--- src/rtl/burst_enable_delay.sv ---
module burst_enable_delay #(
  parameter int RISE_LAT  = 2,
  parameter int FALL_LAT  = 13,
  parameter int EXT_BPSK  = 8,
  parameter int EXT_QPSK  = 4,
  parameter int EXT_QAM16 = 2
) (
  input  logic       clk,
  input  logic       rst,
  input  logic       sym_stb,
  input  logic       en_in,
  input  logic       fec_on,
  input  logic [1:0] mod_sel,
  output logic       en_out
);

  localparam int MAX_EXT = (EXT_BPSK > EXT_QPSK) ? ((EXT_BPSK > EXT_QAM16) ? EXT_BPSK : EXT_QAM16)
                                                 : ((EXT_QPSK > EXT_QAM16) ? EXT_QPSK : EXT_QAM16);
  localparam int DEPTH   = FALL_LAT + MAX_EXT + 1;
  localparam int IW      = $clog2(DEPTH + 1);

  logic [DEPTH-1:0] hist_q;
  logic             fec_act;
  logic [1:0]       mod_act;
  logic [IW-1:0]    ext;
  logic [IW-1:0]    rise_idx, fall_idx;
  logic             idle, rise_evt, fall_evt;

  always_comb begin
    ext = '0;
    if (fec_act) begin
      case (mod_act)
        2'b00:   ext = IW'(EXT_BPSK);
        2'b01:   ext = IW'(EXT_QPSK);
        default: ext = IW'(EXT_QAM16);
      endcase
    end
  end

  assign rise_idx = IW'(RISE_LAT - 1) + ext;
  assign fall_idx = IW'(FALL_LAT - 1) + ext;
  assign idle     = !en_out && (hist_q == '0);
  assign rise_evt = hist_q[rise_idx] && !hist_q[rise_idx + 1'b1];
  assign fall_evt = !hist_q[fall_idx] && hist_q[fall_idx + 1'b1];

  always_ff @(posedge clk) begin
    if (rst) begin
      hist_q  <= '0;
      en_out  <= 1'b0;
      fec_act <= 1'b0;
      mod_act <= 2'b00;
    end else begin
      if (idle) begin
        fec_act <= fec_on;
        mod_act <= mod_sel;
      end
      if (sym_stb) begin
        hist_q <= {hist_q[DEPTH-2:0], en_in};
        if (fall_evt)      en_out <= 1'b0;
        else if (rise_evt) en_out <= 1'b1;
      end
    end
  end

endmodule


--- config.mk ---
export PLATFORM = sky130hd
export DESIGN_NAME = burst_enable_delay
export DESIGN_NICKNAME = d
export VERILOG_FILES = /design/src/rtl/burst_enable_delay.sv
export SDC_FILE = /design/constraint.sdc
export NUM_CORES = 1
export LEC_CHECK = 0
export BUFFER_PORTS_ARGS = -buffer_cell sky130_fd_sc_hd__buf_4
export CAP_MARGIN = 20
export CORE_ASPECT_RATIO = 1.2
export CORE_MARGIN = 2
export CORE_UTILIZATION = 37
export CTS_CLUSTER_SIZE = 25
export DETAILED_ROUTE_END_ITERATION = 8
export PLACE_DENSITY = 0.6
export SYNTH_ARGS = -nofsm -noshare
export SYNTH_HDL_FRONTEND = slang
export SYNTH_SLANG_ARGS = --single-unit
--- constraint.sdc ---
create_clock -name clk -period 3.5 [get_ports clk]
set_clock_uncertainty 0.1 [all_clocks]
set_input_delay 0.7 -clock clk [delete_from_list [all_inputs] [get_ports clk]]
set_output_delay 0.7 -clock clk [all_outputs]
set_load 0.02 [all_outputs]
==> results.toml <==
[status]
status = "completed"

[finish]
final_cells = 163
area_growth_syn_to_layout_pct = 9.07
drive_gt1_share_pct = 9.45
diodes = 0
final_nets = 136
final_cell_area_sq_mm = 0.00126
final_util_pct = 41.7

[setup_path]
slowest_stage = "dfxtp_1"
max_stage_delay_ns = 0.48
startpoint_type = "flop"
cp.required_ns = 3.68
path_max_fanout = 8
worstPathArrival_ns = 2.08
worst-setup-path-type = "flop to flop"
cp-end-kind = "flop"
crit_path_cell_trace = "nand2b_1, nor2_1, ha_1, mux2i_1, nand3_1, a221oi_1, o22a_1"

[die]
dieArea_sq_mm = 0.00360
die_y_microns = 65.3
rows = 22
design.core.area_sq_mm = 0.00303
initial_core_util_pct = 38.3
die_w_microns = 55.1
pin_count = 8

[timing]
finalHoldViolCount = 0
timing.slew.headroom_pct = 75.9
worst_pin_slew_ns = 0.362
timing.fmax_ghz = 0.524
fin_crit_sh_pct = 54.5
setup-tns-final_ns = 0
hold_slack_ns = 0.442
timing.final.ws_setup_ns = 1.59
rsz0062_at_grt = "no"
drv_slew = 0
period_minus_slack_ns = 1.91
setup_viol = 0

[grt]
grt_pass1_wl_mm = 3.71
grt_max_degree = 31
overflow = 0
grt_usage_pct = 14.1
grt_pass1_vias = 875
antenna_found_initial = 0

[logic_synthesis]
ys_top_cells_by_area = "dfxtp_1 45%, mux2i_1 22%, nor2_1 8.4%, nand2b_1 4.3%, nor4_1 2.7%"
yosys.area.top_type = "dfxtp_1"
syn-cell-area_sq_mm = 0.00116
ys_types = 26
syn_inst = 122
syn_avg_cell_area_sq_um = 9.50
ys_top_cells_by_count = "26 x dfxtp_1, 26 x mux2i_1, 26 x nor2_1"
ys.flop_type = "dfxtp_1"
async_flop_share_pct = 0
netlist.area_leader.share_pct = 44.9
yosysWarnings = 0
synth_edf_count = 0
seq_area_frac_synth_pct = 44.9
synth-seq-cells = 26
syn-num-nets = 130

[clocking]
cts_tree = "built"
ctsHoldBuffers = 0
ctsResizeCount = 0
clkSlewWorstSetupHoldPaths_ns = 0.14
cts_sinks = 26
cts_setup_buffers = 0
clock_latency_ns = 0.32
cts_max_level = 1
root_buffer = "clkbuf_4"
clock_path_buffers = 2
numCtsBuffers = 3

[placement]
hpwl_mm = 1.52
dp.cells = 159
io_buffer_count = 7
postPlaceCellArea_sq_mm = 0.00123
finalWeightedCongestion = 0.793
dp_slack_ns = 1.64

[pwr]
p_leak_nw = 0.538
finalPower_mw = 0.511
powerDensity_mw_per_mm2 = 404
peakVddDrop_uv = 201

[route]
drtIter0Drc = 15
drc = 0
dr.pass1.iters = 4
detail-route-antenna-nets = 0
wirelength_mm = 2.11
wl_per_cell_microns = 13.0
route.vias.total = 853
via_per_inst = 5.23

[hold_path]
min_path_type = "flop to flop"

[job]
maxCapViolCount = 0
logic make-up after synthesis:
logic type,share of synthesized area [%]
DFF,44.9
muxes,22.5
AOI/OAI and AO/OA,4.43
adders and majority gates,1.08
and+or+nand+nor,24.0
buffers and inverters,3.13
area by class of cell:
| class | count | area, sq um |
|---|---|---|
| Timing Repair Buffer | 7 | 52.6 |
| Inverter | 2 | 7.51 |
| Sequential cell | 26 | 520 |
| Tap cell | 36 | 45.0 |
| Clock buffer | 4 | 36.3 |
| Fill cell | 309 | 1760 |
| Multi-Input combinational cell | 88 | 602 |
power breakdown:
group,total (mW),leakage [nW],internal [mW],switching (mW)
logic,0.0503,0.306,0.0245,0.0259
clock network,0.149,0.0210,0.0636,0.0858
registers,0.311,0.210,0.302,0.00882
sequential cells by signal, indices dropped and copies added (netlist names):
| name | cells |
|---|---|
| en_out | 1 |
| mod_act | 2 |
| hist_q | 22 |
| fec_act | 1 |
cell usage in the layout, fill, tap and decap left out:
master / synthesis / routed
clkbuf_4: 0 / 3
nand2_1: 1 / 1
a21oi_1: 1 / 1
nor4_1: 5 / 5
nand3_1: 1 / 1
clkbuf_8: 0 / 1
nand2b_1: 8 / 8
inv_1: 2 / 2
nand4b_1: 2 / 2
nor3_1: 1 / 1
o21ai_0: 4 / 4
nor2b_1: 3 / 3
buf_4: 1 / 7
ha_1: 1 / 1
nor3b_1: 1 / 1
o22a_1: 1 / 1
nand3b_1: 1 / 1
nor2_4: 1 / 1
or2b_1: 1 / 1
o311ai_0: 1 / 1
dfxtp_1: 26 / 26
nor2_1: 26 / 26
mux2i_1: 26 / 26
a221oi_1: 1 / 1
or3b_1: 1 / 1
nand4_1: 1 / 1
critical path, delay by kind of cell (launching register included):
kind	cells	cell delay, ns
AO/OA/AOI/OAI	2	0.50
flip-flops	1	0.48
AND/OR/NAND/NOR	3	0.40
adder cells (fa/ha/maj)	1	0.20
multiplexers	1	0.19
final timing paths:
| check | from | endpoint | slack, ns | cells after the start |
|---|---|---|---|---|
| worst max-delay path | fec_act$_SDFFE_PP0P_ | en_out$_SDFFE_PP0P_ | 1.59 | 7 |
| worst min register to register | hist_q[21]$_SDFFE_PP0P_ | hist_q[21]$_SDFFE_PP0P_ | 0.44 | 2 |
| worst min-delay path | hist_q[21]$_SDFFE_PP0P_ | hist_q[21]$_SDFFE_PP0P_ | 0.44 | 2 |
| worst max register to register | fec_act$_SDFFE_PP0P_ | en_out$_SDFFE_PP0P_ | 1.59 | 7 |
metal layers:
layer | wire [microns] | up-vias | global-route usage (%)
li1 | - | 433 | -
met1 | 1010 | 400 | 18.2
met2 | 1000 | 14 | 21.6
met3 | 48 | 6 | 3.18
met4 | 48 | 0 | 7.01
met5 | 0 | - | 0
No activity file was read; power rests on OpenSTA's default activity.
